File: src/rtl/slp_pkg.sv
package slp_pkg;

    typedef enum logic [1:0] {
        SLP_AWAKE  = 2'd0,
        SLP_ENTER  = 2'd1,
        SLP_ASLEEP = 2'd2,
        SLP_WAKE   = 2'd3
    } slp_state_e;

    typedef struct packed {
        logic asleep;
        logic inhibit;
    } slp_flags_t;

    function automatic slp_flags_t slp_decode(slp_state_e s);
        slp_flags_t f;
        f.asleep  = (s == SLP_ASLEEP) || (s == SLP_WAKE);
        f.inhibit = (s != SLP_AWAKE);
        return f;
    endfunction

    function automatic int unsigned slp_cnt_width(int unsigned a, int unsigned b);
        int unsigned m;
        m = (a > b) ? a : b;
        return (m < 2) ? 1 : $clog2(m);
    endfunction

endpackage

File: src/rtl/slp_sync.sv
module slp_sync #(
    parameter int unsigned STAGES = 2
) (
    input  logic clk,
    input  logic rst,
    input  logic d,
    output logic q
);
    generate
        if (STAGES < 2) begin : g_single
            logic r;
            always_ff @(posedge clk) begin
                if (rst) r <= 1'b0;
                else     r <= d;
            end
            assign q = r;
        end else begin : g_chain
            logic [STAGES-1:0] r;
            always_ff @(posedge clk) begin
                if (rst) r <= '0;
                else     r <= {r[STAGES-2:0], d};
            end
            assign q = r[STAGES-1];
        end
    endgenerate
endmodule

File: src/rtl/slp_seq.sv
module slp_seq
    import slp_pkg::*;
#(
    parameter int unsigned ENTRY_CYC = 2,
    parameter int unsigned EXIT_CYC  = 2
) (
    input  logic       clk,
    input  logic       rst,
    input  logic       req_s,
    output slp_state_e state
);
    localparam int unsigned CW = slp_cnt_width(ENTRY_CYC, EXIT_CYC);
    localparam logic [CW-1:0] ENTRY_LAST = CW'(ENTRY_CYC - 1);
    localparam logic [CW-1:0] EXIT_LAST  = CW'(EXIT_CYC - 1);

    slp_state_e    state_q, state_d;
    logic [CW-1:0] cnt_q;

    always_comb begin
        state_d = state_q;
        unique case (state_q)
            SLP_AWAKE:  if (req_s) state_d = SLP_ENTER;
            SLP_ENTER: begin
                if (!req_s)                   state_d = SLP_AWAKE;
                else if (cnt_q == ENTRY_LAST) state_d = SLP_ASLEEP;
            end
            SLP_ASLEEP: if (!req_s) state_d = SLP_WAKE;
            SLP_WAKE:   if (cnt_q == EXIT_LAST) state_d = SLP_AWAKE;
            default:    state_d = SLP_AWAKE;
        endcase
    end

    always_ff @(posedge clk) begin
        if (rst) begin
            state_q <= SLP_AWAKE;
            cnt_q   <= '0;
        end else begin
            state_q <= state_d;
            if (state_d != state_q)
                cnt_q <= '0;
            else if (state_q == SLP_ENTER || state_q == SLP_WAKE)
                cnt_q <= cnt_q + 1'b1;
        end
    end

    assign state = state_q;
endmodule

File: src/rtl/slp_guard.sv
module slp_guard
    import slp_pkg::*;
(
    input  logic       clk,
    input  logic       rst,
    input  slp_state_e state,
    input  logic       req_s,
    input  logic       access_req,
    input  logic       deselected,
    output logic       violation
);
    logic in_recovery, in_entry, bad, viol_q;

    assign in_recovery = (state == SLP_WAKE) || (state == SLP_ASLEEP && !req_s);
    assign in_entry    = (state == SLP_ENTER) || (state == SLP_AWAKE && req_s);
    assign bad         = (in_recovery && access_req) || (in_entry && !deselected);

    always_ff @(posedge clk) begin
        if (rst) viol_q <= 1'b0;
        else     viol_q <= viol_q | bad;
    end

    assign violation = viol_q;
endmodule

File: src/rtl/slp_ctrl.sv
module slp_ctrl
    import slp_pkg::*;
#(
    parameter int unsigned SYNC_STAGES = 2,
    parameter int unsigned ENTRY_CYC   = 2,
    parameter int unsigned EXIT_CYC    = 2
) (
    input  logic clk,
    input  logic rst,
    input  logic sleep_req,
    input  logic access_req,
    input  logic deselected,
    output logic sleep_active,
    output logic access_inhibit,
    output logic violation
);
    logic       req_sync;
    slp_state_e state;
    slp_flags_t flags;

    slp_sync #(.STAGES(SYNC_STAGES)) u_sync (
        .clk(clk), .rst(rst), .d(sleep_req), .q(req_sync)
    );

    slp_seq #(.ENTRY_CYC(ENTRY_CYC), .EXIT_CYC(EXIT_CYC)) u_seq (
        .clk(clk), .rst(rst), .req_s(req_sync), .state(state)
    );

    slp_guard u_guard (
        .clk(clk), .rst(rst), .state(state), .req_s(req_sync),
        .access_req(access_req), .deselected(deselected), .violation(violation)
    );

    assign flags          = slp_decode(state);
    assign sleep_active   = flags.asleep;
    assign access_inhibit = flags.inhibit;
endmodule

File: config.mk
export PLATFORM = sky130hd
export DESIGN_NAME = slp_ctrl
export DESIGN_NICKNAME = d
export VERILOG_FILES = /design/src/rtl/slp_pkg.sv /design/src/rtl/slp_sync.sv /design/src/rtl/slp_seq.sv /design/src/rtl/slp_guard.sv /design/src/rtl/slp_ctrl.sv
export SDC_FILE = /design/constraint.sdc
export NUM_CORES = 1
export LEC_CHECK = 0
export ABC_AREA = 1
export BUFFER_PORTS_ARGS = -buffer_cell sky130_fd_sc_hd__buf_2
export CORE_AREA = 2 2 39 41
export CTS_BUF_LIST = sky130_fd_sc_hd__clkbuf_2
export DETAILED_ROUTE_END_ITERATION = 7
export DIE_AREA = 0 0 41 43
export MAX_ROUTING_LAYER = met4
export SLEW_MARGIN = 40
export SYNTH_ARGS = -nofsm -noshare
export SYNTH_HDL_FRONTEND = slang
export SYNTH_HIERARCHICAL = 1
export SYNTH_SLANG_ARGS = --single-unit
File: constraint.sdc
create_clock -name clk -period 1.1 [get_ports clk]
set_clock_uncertainty 0.1 [all_clocks]
set_input_delay 0.165 -clock clk [delete_from_list [all_inputs] [get_ports clk]]
set_output_delay 0.165 -clock clk [all_outputs]
set_load 0.02 [all_outputs]
==> results of run 1 <==
timing repair:
item,in CTS,in global routing
pin swaps,0,1
cloned,0,0
buffers inserted,0,3
hold buffers,0,0
resized for setup,5,3
endpoints found under the setup margin,2,1
flip-flops by register name, summed over array words and instances (netlist names):
signal / cells
u_guard/violation: 1
u_seq/cnt_q: 1
u_seq/state: 2
u_sync/g_chain.r: 2
worst max path at each step:
stage	start	end	slack, ps	depth (start not counted)
3_3_place_gp	u_seq/state[1]	u_seq/cnt_q	120	7
4_1_cts	u_seq/state[1]	access_inhibit	0.2	3
5_1_grt	u_seq/state[1]	access_inhibit	-20	3
3_5_place_dp	u_seq/state[1]	u_seq/cnt_q	110	7
6_report	u_seq/state[1]	access_inhibit	40	3
2_1_floorplan	u_seq/state[1]	u_seq/cnt_q	180	7
cell usage in the layout, fill, tap and decap left out:
cell      instances
dfxtp_1           4
nand2_1          14
inv_1            13
buf_6             1
inv_2             2
clkbuf_2          3
nand2_2           2
nand3_2           1
dfxtp_4           2
a21oi_1           2
nor3_1            1
nand3_1           1
buf_2             6
buf_4             3
nor2_1            5
final cells by class:
cell class / count / area share (%)
Timing Repair Buffer: 10 / 16.1
Sequential cell: 6 / 32.2
Tap cell: 16 / 5.05
Inverter: 15 / 14.2
Clock buffer: 3 / 3.79
Multi-Input combinational cell: 26 / 28.7
per-stage QoR:
stage	util [%]	hold slack, ps
final	28.7	54.3
after global routing	28.7	33.1
after CTS	26.6	39.5
after detailed placement	24.8	278
after global placement	24.8	265
after floorplan	-	136
power by group:
group,internal [mW],switching [mW]
sequential,0.222,0.00545
combinational,0.0217,0.0251
clock,0.0738,0.0771
critical path: cells and delay by family, from the launching register on:
family | cells | cell delay, ps
simple gates | 1 | 50
buf+inv | 2 | 170
flops | 1 | 360
per-layer routing:
layer  up-vias  GRT usage [%]  routed length (um)
li1        158              -                   -
met1       113           7.44                 232
met2        10           8.44                 199
met3         0           9.42                  57
met4         0              0                   0
met5         -              -                   0
cell families after synthesis:
kind of cell           Yosys count  synth area share [%]
flip-flops                       6                  41.2
buffers and inverters           16                  20.6
AND/OR/NAND/NOR                 24                  34.8
AO/OA/AOI/OAI                    2                  3.43
==> run_summary.xml, run 1 <==
<?xml version="1.0" encoding="UTF-8"?>
<metrics>
  <group name="sta">
    <metric name="report.final.slew_viol_count" unit="">0</metric>
    <metric name="rsz0062_at_grt" unit="">yes</metric>
    <metric name="tightest_slew" unit="ps">163</metric>
    <metric name="timing_hold_violations_final" unit="">0</metric>
    <metric name="share_of_the_cycle_needed_by_the_critical_path_after_routing" unit="%">96.7</metric>
    <metric name="setup-violations-final" unit="">0</metric>
    <metric name="relSlewSlack" unit="%">89.1</metric>
    <metric name="clock.fmax" unit="MHz">940</metric>
    <metric name="tns" unit="ps">0</metric>
    <metric name="fin_crit" unit="ps">1060</metric>
    <metric name="finalWorstSetupSlack" unit="ps">36.0</metric>
  </group>
  <group name="final_layout">
    <metric name="multiInputGateArea" unit="sq um">114</metric>
    <metric name="antenna_cells_inserted" unit="">0</metric>
    <metric name="flip_flop_and_latch_area" unit="sq um">128</metric>
    <metric name="finish.instance_area" unit="sq um">397</metric>
    <metric name="final-instance-count-excl-fill" unit="">76</metric>
    <metric name="syn2layout_area_growth" unit="%">36.1</metric>
    <metric name="finalNetCount" unit="">67</metric>
    <metric name="final.fill_count" unit="">148</metric>
    <metric name="post_route_cells_drive_above_1_share" unit="%">33.3</metric>
  </group>
  <group name="setup_path">
    <metric name="crit_path_class" unit="">register to output port</metric>
    <metric name="cp_slowest_stage_delay" unit="ps">360</metric>
    <metric name="r2r_end" unit="">u_seq/cnt_q</metric>
    <metric name="cp_cell_sequence" unit="">inv_2, nand2_2, buf_6</metric>
    <metric name="timing.reg2reg.setup_slack" unit="ps">100</metric>
    <metric name="cpMaxStageDelayCell" unit="">dfxtp_4</metric>
    <metric name="critPathRequiredTime" unit="ps">830</metric>
    <metric name="r2r_cells" unit="">8</metric>
    <metric name="worst_setup_path_end_kind" unit="">output port</metric>
    <metric name="worstPathMaxFanout" unit="">6</metric>
    <metric name="crit_path_start_kind" unit="">register</metric>
    <metric name="timing.critical_path.arrival" unit="ps">800</metric>
    <metric name="regToRegStartpoint" unit="">u_seq/state[1]</metric>
  </group>
  <group name="clocking">
    <metric name="htree_levels" unit="">1</metric>
    <metric name="ctsRootBufferMaster" unit="">clkbuf_2</metric>
    <metric name="clk_slew_on_worst_s_h_paths" unit="ps">60</metric>
    <metric name="worst_skew_pair_latency" unit="ps">220</metric>
    <metric name="total_number_of_clock_tree_sinks" unit="">6</metric>
    <metric name="cts-buffers-inserted" unit="">3</metric>
    <metric name="clk_path_buf_depth" unit="">2</metric>
    <metric name="tritoncts" unit="">built</metric>
  </group>
  <group name="detailed_routing">
    <metric name="drt.antenna.violating_nets" unit="">0</metric>
    <metric name="drt-wirelength-per-cell" unit="um">6.43</metric>
    <metric name="finalWirelength" unit="um">489</metric>
    <metric name="detail_route.drc_violations" unit="">0</metric>
    <metric name="drt_iter0_drc" unit="">0</metric>
    <metric name="via_count" unit="">281</metric>
    <metric name="drtPass1Iterations" unit="">1</metric>
    <metric name="vias_cell" unit="">3.70</metric>
  </group>
  <group name="global_route">
    <metric name="antenna_found_initial" unit="">0</metric>
    <metric name="grt_start_max_net_pins" unit="">8</metric>
    <metric name="grt_remaining_overflow" unit="">0</metric>
    <metric name="first_global_vias" unit="">208</metric>
    <metric name="grt_overall_usage" unit="%">7.01</metric>
    <metric name="first_pass_grt_wire_length" unit="um">738</metric>
  </group>
  <group name="yosys">
    <metric name="synth_top_area_cell" unit="">dfxtp_1</metric>
    <metric name="synth-seq-cells" unit="">6</metric>
    <metric name="yosysTopAreaCellShare" unit="%">41.2</metric>
    <metric name="synth_flop_cell" unit="">dfxtp_1</metric>
    <metric name="post_synth_instance_area" unit="sq um">292</metric>
    <metric name="ys_warn_count" unit="">6</metric>
    <metric name="share_of_the_yosys_chip_area_belonging_to_registers" unit="%">41.2</metric>
    <metric name="synth-edff-count" unit="">0</metric>
    <metric name="postSynth.asyncResetShare" unit="%">0</metric>
    <metric name="netlist_top_cells_count" unit="">15 x nand2_1, 14 x inv_1, 6 x dfxtp_1</metric>
    <metric name="synth_area_leaders" unit="">dfxtp_1 41%, nand2_1 19%, inv_1 18%, nor2_1 6.4%, a21oi_1 3.4%</metric>
    <metric name="synth_area_per_cell" unit="sq um">6.07</metric>
    <metric name="syn_nets" unit="">53</metric>
    <metric name="syn-instance-count" unit="">48</metric>
    <metric name="synth.lib_cells_used.distinct" unit="">11</metric>
    <metric name="most_instantiated_library_cell_after_synthesis" unit="">nand2_1</metric>
  </group>
  <group name="placed_design">
    <metric name="place.detailed.instances" unit="">70</metric>
    <metric name="finalWeightedCongestion" unit="">0.749</metric>
    <metric name="placement.cell_area" unit="sq um">343</metric>
    <metric name="pre_cts_slack" unit="ps">111</metric>
    <metric name="place.detailed.hpwl" unit="um">354</metric>
    <metric name="port_buffers" unit="">7</metric>
  </group>
  <group name="flow_run">
    <metric name="max_cap_viol_count" unit="">0</metric>
  </group>
  <group name="floorplanning">
    <metric name="dieHeight" unit="um">43</metric>
    <metric name="pin_count" unit="">8</metric>
    <metric name="placement_rows" unit="">14</metric>
    <metric name="design.core.area" unit="sq um">1380</metric>
    <metric name="die_area" unit="sq um">1760</metric>
    <metric name="initial_core_util" unit="%">21.1</metric>
    <metric name="chipWidth" unit="um">41</metric>
  </group>
  <group name="power">
    <metric name="ir_drop" unit="uV">641</metric>
    <metric name="power-per-cell-area" unit="nW/um^2">1070</metric>
    <metric name="power.static_leakage" unit="nW">0.235</metric>
    <metric name="post-layout-total-power" unit="mW">0.425</metric>
  </group>
  <group name="min_path">
    <metric name="whs_endpoint" unit="">u_sync/g_chain.r[0]</metric>
    <metric name="hold_depth" unit="">3</metric>
    <metric name="timing.hold.worst.start" unit="">sleep_req</metric>
    <metric name="min_path_type" unit="">primary input to register</metric>
  </group>
  <group name="run_status">
    <metric name="result_of_the_run" unit="">finished, final reports clean</metric>
  </group>
</metrics>
(Power assumes the default switching activity.)
==> run 2: changes to the inputs <==
--- a/config.mk
+++ b/config.mk
@@ -14,2 +14,3 @@
 export MAX_ROUTING_LAYER = met4
+export PLACE_DENSITY = 0.48
 export SLEW_MARGIN = 40
==> constraint.sdc (replaced) <==
create_clock -name clk -period 1.1 [get_ports clk]
set_clock_uncertainty 0.1 [all_clocks]
set_input_delay 0.11 -clock clk [delete_from_list [all_inputs] [get_ports clk]]
set_output_delay 0.11 -clock clk [all_outputs]
set_load 0.02 [all_outputs]
==> run 2 against run 1 <==
Hold slack got worse by 37 ps. Design area shrank 2.8%. Final cell count is 1.3% lower. Critical path depth stayed put. Highest routed layer unchanged.
==> run_summary.xml, run 2 (synthesis results as in run 1) <==
<?xml version="1.0" encoding="UTF-8"?>
<metrics>
  <group name="setup_path">
    <metric name="crit_path_class" unit="">register to output port</metric>
    <metric name="crit_path_start_kind" unit="">register</metric>
    <metric name="worst_setup_path_end_kind" unit="">output port</metric>
    <metric name="worstPathMaxFanout" unit="">7</metric>
    <metric name="timing.critical_path.arrival" unit="ps">810</metric>
    <metric name="critPathRequiredTime" unit="ps">890</metric>
    <metric name="critical_path_buf_inv_count" unit="">2</metric>
    <metric name="cp_slowest_stage_delay" unit="ps">360</metric>
    <metric name="timing.reg2reg.setup_slack" unit="ps">110</metric>
    <metric name="cell_type_group_with_the_largest_total_delay_on_the_critical_path" unit="">flip-flops</metric>
    <metric name="cpMaxStageDelayCell" unit="">dfxtp_4</metric>
    <metric name="cp_cell_sequence" unit="">inv_1, nand2_1, buf_4</metric>
  </group>
  <group name="global_route">
    <metric name="grt_overall_usage" unit="%">7.62</metric>
    <metric name="grt_start_max_net_pins" unit="">8</metric>
    <metric name="first_pass_grt_wire_length" unit="um">862</metric>
    <metric name="first_global_vias" unit="">247</metric>
    <metric name="grt_remaining_overflow" unit="">0</metric>
    <metric name="antenna_found_initial" unit="">0</metric>
  </group>
  <group name="run_status">
    <metric name="result_of_the_run" unit="">finished, final reports clean</metric>
  </group>
  <group name="min_path">
    <metric name="min_path_type" unit="">primary input to register</metric>
  </group>
  <group name="clocking">
    <metric name="ctsRootBufferMaster" unit="">clkbuf_2</metric>
    <metric name="tritoncts" unit="">built</metric>
    <metric name="clk_slew_on_worst_s_h_paths" unit="ps">60</metric>
    <metric name="worst_skew_pair_latency" unit="ps">220</metric>
    <metric name="clk_path_buf_depth" unit="">2</metric>
    <metric name="total_number_of_clock_tree_sinks" unit="">6</metric>
    <metric name="htree_levels" unit="">1</metric>
    <metric name="cts-buffers-inserted" unit="">3</metric>
  </group>
  <group name="power">
    <metric name="p_sw_share" unit="%">24.9</metric>
    <metric name="power-per-cell-area" unit="nW/um^2">1090</metric>
    <metric name="power.static_leakage" unit="nW">0.227</metric>
    <metric name="comb_power_share" unit="%">10.6</metric>
    <metric name="clock_power_share" unit="%">35.2</metric>
    <metric name="cellInternalPower" unit="mW">0.316</metric>
    <metric name="ir_drop" unit="uV">619</metric>
    <metric name="p_switching" unit="mW">0.105</metric>
    <metric name="power.share.sequential" unit="%">54.2</metric>
  </group>
  <group name="sta">
    <metric name="relSlewSlack" unit="%">89.1</metric>
    <metric name="finalWorstSetupSlack" unit="ps">76.2</metric>
    <metric name="tightest_slew" unit="ps">163</metric>
    <metric name="setup-violations-final" unit="">0</metric>
    <metric name="clock.fmax" unit="MHz">977</metric>
    <metric name="tns" unit="ps">0</metric>
    <metric name="rsz0062_at_grt" unit="">no</metric>
    <metric name="fin_crit" unit="ps">1020</metric>
    <metric name="report.final.slew_viol_count" unit="">0</metric>
    <metric name="share_of_the_cycle_needed_by_the_critical_path_after_routing" unit="%">93.1</metric>
    <metric name="timing_hold_violations_final" unit="">0</metric>
  </group>
  <group name="flow_run">
    <metric name="max_cap_viol_count" unit="">0</metric>
  </group>
  <group name="detailed_routing">
    <metric name="via_count" unit="">277</metric>
    <metric name="detail_route.drc_violations" unit="">0</metric>
    <metric name="drt_iter0_drc" unit="">1</metric>
    <metric name="finalWirelength" unit="um">514</metric>
    <metric name="vias_cell" unit="">3.69</metric>
    <metric name="drt-wirelength-per-cell" unit="um">6.85</metric>
    <metric name="drtPass1Iterations" unit="">2</metric>
    <metric name="drt.antenna.violating_nets" unit="">0</metric>
  </group>
  <group name="floorplanning">
    <metric name="design.core.area" unit="sq um">1380</metric>
    <metric name="chipWidth" unit="um">41</metric>
    <metric name="dieHeight" unit="um">43</metric>
    <metric name="pin_count" unit="">8</metric>
    <metric name="die_area" unit="sq um">1760</metric>
    <metric name="initial_core_util" unit="%">21.1</metric>
    <metric name="placement_rows" unit="">14</metric>
  </group>
  <group name="final_layout">
    <metric name="post_route_cells_drive_above_1_share" unit="%">27.1</metric>
    <metric name="final_cell_mix" unit="">15 x nand2_1, 14 x inv_1, 6 x buf_2</metric>
    <metric name="finalNetCount" unit="">66</metric>
    <metric name="antenna_cells_inserted" unit="">0</metric>
    <metric name="most_common_cell_after_layout_fill_and_taps_aside" unit="">nand2_1</metric>
    <metric name="syn2layout_area_growth" unit="%">32.2</metric>
  </group>
  <group name="placed_design">
    <metric name="finalWeightedCongestion" unit="">0.611</metric>
    <metric name="port_buffers" unit="">7</metric>
    <metric name="pre_cts_slack" unit="ps">90.3</metric>
    <metric name="place.detailed.hpwl" unit="um">381</metric>
  </group>
</metrics>
-- run 2: cell types whose count changed in the layout (fill, tap and decap cells not counted), sizes merged --
| cell | delta |
|---|---|
| buf | -2 |
| dlygate4sd3 | +1 |
-- run 2: cell type report --
cell class	count	area [sq um]
clock buffers	3	15.0
fillers	162	998
inverters	15	56.3
multi-input cells	26	111
flip-flops and latches	6	128
well taps	16	20.0
repair buffers	9	55.1
-- run 2: final timing paths --
kind	start	to	depth (start not counted)
max reg2reg	u_seq/state[1]	u_seq/cnt_q	8
min reg2reg	u_sync/g_chain.r[0]	u_sync/g_chain.r[1]	2
max	u_seq/state[1]	access_inhibit	3
min	rst	u_sync/g_chain.r[1]	2
-- run 2: metrics by stage --
step	utilization [%]	cells	total power, mW	hold slack (ps)	area [sq um]
after floorplan	-	48	0.262	81.2	292
final	27.8	75	0.421	17.1	385
after global placement	24.8	70	0.278	215	343
after global routing	27.8	75	0.456	15.8	385
after CTS	26.8	74	0.431	10.3	370
after detailed placement	24.8	70	0.279	219	343
-- run 2: metal layers --
metal | global-route usage [%] | wire length, um | vias to the layer above
met1 | 8.06 | 260 | 113
met5 | - | 0 | -
met4 | 2.00 | 0 | 0
li1 | - | - | 156
met2 | 10.6 | 215 | 8
met3 | 6.28 | 37 | 0
-- run 2: timing repair --
action	in CTS	in global routing
gates resized for setup	2	3
buffers inserted	0	1
endpoints found under the setup margin	2	1
hold buffers	1	0
hold endpoints to repair	1	0
cloned	0	0
-- run 2: power by group through the flow --
stage               Clock, mW  Sequential [mW]  Combinational [mW]
CTS                     0.154            0.233              0.0443
finish                  0.148            0.228              0.0446
detailed placement          0            0.237              0.0415
floorplan                   0            0.238              0.0240
global route            0.174            0.229              0.0531
global placement            0            0.237              0.0408
==> run 3: changes to the inputs <==
- ABC_AREA: 1 -> unset
- PLACE_DENSITY: 0.48 -> 0.44
==> run 3 against run 2 <==
Routed wire length decreased by 7.0%. Synthesized area decreased by 17%. Hold slack improved by 4.7 ps. Largest power group unchanged. Design area decreased by 6.8%. Utilization decreased by 1.9 points. Sequential power about the same. Sequential cell count unchanged. Register-to-register slack got worse by 80 ps. The flow now finishes with violations (setup timing).
==> run_summary.xml, run 3 <==
<?xml version="1.0" encoding="UTF-8"?>
<metrics>
  <group name="floorplanning">
    <metric name="die_area" unit="sq um">1760</metric>
    <metric name="initial_core_util" unit="%">17.5</metric>
    <metric name="dieHeight" unit="um">43</metric>
    <metric name="placement_rows" unit="">14</metric>
    <metric name="pin_count" unit="">8</metric>
    <metric name="chipWidth" unit="um">41</metric>
    <metric name="design.core.area" unit="sq um">1380</metric>
  </group>
  <group name="min_path">
    <metric name="timing.hold.worst.start" unit="">rst</metric>
    <metric name="min_path_type" unit="">primary input to register</metric>
  </group>
  <group name="power">
    <metric name="power-per-cell-area" unit="nW/um^2">1140</metric>
    <metric name="power.static_leakage" unit="nW">0.149</metric>
    <metric name="post-layout-total-power" unit="mW">0.410</metric>
    <metric name="ir_drop" unit="uV">547</metric>
  </group>
  <group name="yosys">
    <metric name="share_of_the_yosys_chip_area_belonging_to_registers" unit="%">49.7</metric>
    <metric name="synth_flop_cell" unit="">dfxtp_1</metric>
    <metric name="synth_compound_area_share" unit="%">11.4</metric>
    <metric name="synth.lib_cells_used.distinct" unit="">16</metric>
    <metric name="synth_xor_area_share" unit="%">3.63</metric>
    <metric name="postSynth.asyncResetShare" unit="%">0</metric>
    <metric name="ys_warn_count" unit="">6</metric>
    <metric name="yosys.area_share.adder" unit="%">0</metric>
    <metric name="syn_nets" unit="">33</metric>
    <metric name="syn-instance-count" unit="">28</metric>
    <metric name="combinational_family_with_the_most_area_after_synthesis" unit="">simple AND/OR/NAND/NOR gates</metric>
    <metric name="yosysTopAreaCellShare" unit="%">49.7</metric>
    <metric name="post_synth_instance_area" unit="sq um">241</metric>
    <metric name="most_instantiated_library_cell_after_synthesis" unit="">dfxtp_1</metric>
    <metric name="synth_area_per_cell" unit="sq um">8.62</metric>
    <metric name="synth-edff-count" unit="">0</metric>
    <metric name="synth_simple_gate_area_share" unit="%">30.6</metric>
    <metric name="synth_top_area_cell" unit="">dfxtp_1</metric>
    <metric name="synth-seq-cells" unit="">6</metric>
    <metric name="synth_area_leaders" unit="">dfxtp_1 50%, a31oi_1 5.2%, nor2b_1 5.2%, a21oi_1 4.1%, nand3_1 4.1%</metric>
    <metric name="post_synth_mux_area_share" unit="%">0</metric>
  </group>
  <group name="sta">
    <metric name="tightest_slew" unit="ps">130</metric>
    <metric name="finalWorstSetupSlack" unit="ps">-36.1</metric>
    <metric name="relSlewSlack" unit="%">91.3</metric>
    <metric name="fin_crit" unit="ps">1140</metric>
    <metric name="clock.fmax" unit="MHz">880</metric>
    <metric name="tns" unit="ps">-36.1</metric>
    <metric name="share_of_the_cycle_needed_by_the_critical_path_after_routing" unit="%">103</metric>
    <metric name="timing_hold_violations_final" unit="">0</metric>
    <metric name="report.final.slew_viol_count" unit="">0</metric>
    <metric name="fin_hold_ws" unit="ps">21.8</metric>
    <metric name="rsz0062_at_grt" unit="">yes</metric>
    <metric name="setup-violations-final" unit="">1</metric>
  </group>
  <group name="placed_design">
    <metric name="pre_cts_slack" unit="ps">-3.83</metric>
    <metric name="place.detailed.hpwl" unit="um">347</metric>
    <metric name="placement.cell_area" unit="sq um">317</metric>
    <metric name="port_buffers" unit="">7</metric>
    <metric name="finalWeightedCongestion" unit="">0.701</metric>
    <metric name="place.detailed.instances" unit="">53</metric>
  </group>
  <group name="setup_path">
    <metric name="crit_path_start_kind" unit="">register</metric>
    <metric name="critPathRequiredTime" unit="ps">890</metric>
    <metric name="crit_path_class" unit="">register to output port</metric>
    <metric name="regToRegStartpoint" unit="">u_seq/state[0]</metric>
    <metric name="cp_cell_sequence" unit="">or2_1, buf_6</metric>
    <metric name="critical_path_buf_inv_count" unit="">1</metric>
    <metric name="crit_path_launch" unit="">u_seq/state[0]</metric>
    <metric name="worst_setup_path_end_kind" unit="">output port</metric>
    <metric name="timing.critical_path.arrival" unit="ps">930</metric>
    <metric name="cpMaxStageDelayCell" unit="">dfxtp_2</metric>
    <metric name="cp_slowest_stage_delay" unit="ps">340</metric>
    <metric name="worstPathMaxFanout" unit="">6</metric>
    <metric name="cell_type_group_with_the_largest_total_delay_on_the_critical_path" unit="">flip-flops</metric>
  </group>
  <group name="clocking">
    <metric name="cts-buffers-inserted" unit="">3</metric>
    <metric name="htree_levels" unit="">1</metric>
    <metric name="worst_skew_pair_latency" unit="ps">210</metric>
    <metric name="clk_slew_on_worst_s_h_paths" unit="ps">60</metric>
    <metric name="tritoncts" unit="">built</metric>
    <metric name="ctsRootBufferMaster" unit="">clkbuf_2</metric>
    <metric name="clk_path_buf_depth" unit="">2</metric>
    <metric name="total_number_of_clock_tree_sinks" unit="">6</metric>
  </group>
  <group name="final_layout">
    <metric name="most_common_cell_after_layout_fill_and_taps_aside" unit="">buf_2</metric>
    <metric name="post_route_cells_drive_above_1_share" unit="%">38.1</metric>
    <metric name="finalNetCount" unit="">49</metric>
    <metric name="final_cell_mix" unit="">6 x buf_2, 4 x buf_4, 4 x dfxtp_1</metric>
    <metric name="final-instance-count-excl-fill" unit="">58</metric>
    <metric name="syn2layout_area_growth" unit="%">48.7</metric>
    <metric name="final_core_util" unit="%">25.9</metric>
    <metric name="finish.instance_area" unit="sq um">359</metric>
    <metric name="antenna_cells_inserted" unit="">0</metric>
  </group>
  <group name="detailed_routing">
    <metric name="drt-wirelength-per-cell" unit="um">8.24</metric>
    <metric name="finalWirelength" unit="um">478</metric>
    <metric name="vias_cell" unit="">4.14</metric>
    <metric name="detail_route.drc_violations" unit="">0</metric>
    <metric name="drt.antenna.violating_nets" unit="">0</metric>
    <metric name="drt_iter0_drc" unit="">14</metric>
    <metric name="via_count" unit="">240</metric>
    <metric name="drtPass1Iterations" unit="">6</metric>
  </group>
  <group name="global_route">
    <metric name="first_global_vias" unit="">185</metric>
    <metric name="antenna_found_initial" unit="">0</metric>
    <metric name="grt_overall_usage" unit="%">6.91</metric>
    <metric name="first_pass_grt_wire_length" unit="um">772</metric>
    <metric name="grt_remaining_overflow" unit="">0</metric>
    <metric name="grt_start_max_net_pins" unit="">7</metric>
  </group>
  <group name="run_status">
    <metric name="result_of_the_run" unit="">finished, violations left</metric>
    <metric name="violations_in_the_final_reports" unit="">setup timing</metric>
  </group>
  <group name="flow_run">
    <metric name="max_cap_viol_count" unit="">0</metric>
  </group>
</metrics>
## run 3: report_power, final
group,switching (mW),total [mW],internal (mW)
Combinational,0.0165,0.0364,0.0199
Clock,0.0749,0.149,0.0739
Sequential,0.00339,0.225,0.222
## run 3: path summary, 6_finish.rpt
path | endpoint | slack (ps) | cells after the start
worst max-delay path | access_inhibit | -40 | 2
worst min-delay path | u_seq/state[1] | 20 | 2
worst max register to register | u_seq/state[0] | 30 | 3
worst min register to register | u_sync/g_chain.r[1] | 330 | 1
## run 3: timing repair
item                                   in CTS  in global routing
pin swaps                                   1                  0
endpoints found under the hold margin       1                  0
gates resized for setup                     4                  0
hold buffers                                1                  0
setup endpoints to repair                   2                  3
buffers inserted                            1                  0
## run 3: cells by family (layout without fill, tap and decap cells)
logic type	count (synthesis)	count (layout)
AND/OR/NAND/NOR	13	13
flip-flops	6	6
AO/OA/AOI/OAI	5	5
buffers and inverters	3	17
XOR/XNOR	1	1
## run 3: worst reg2reg max path, stage by stage, from the launching register on
cell     delay, ps
dfxtp_2        340
nand2_1         80
or3b_1         340
a31oi_1        130
## run 3: routing by layer
metal / routed length (um) / GRT usage (%)
met1: 221 / 8.44
met2: 217 / 8.13
met3: 39 / 4.71
met4: 0 / 4.00
met5: 0 / -
## run 3: area by class of cell
cell class,instances,area (sq um)
inverter,2,7.51
tap,16,20.0
sequential,6,125
multi-input combinational,19,110
fill,157,1020
timing repair buffer,12,81.3
clock buffer,3,15.0
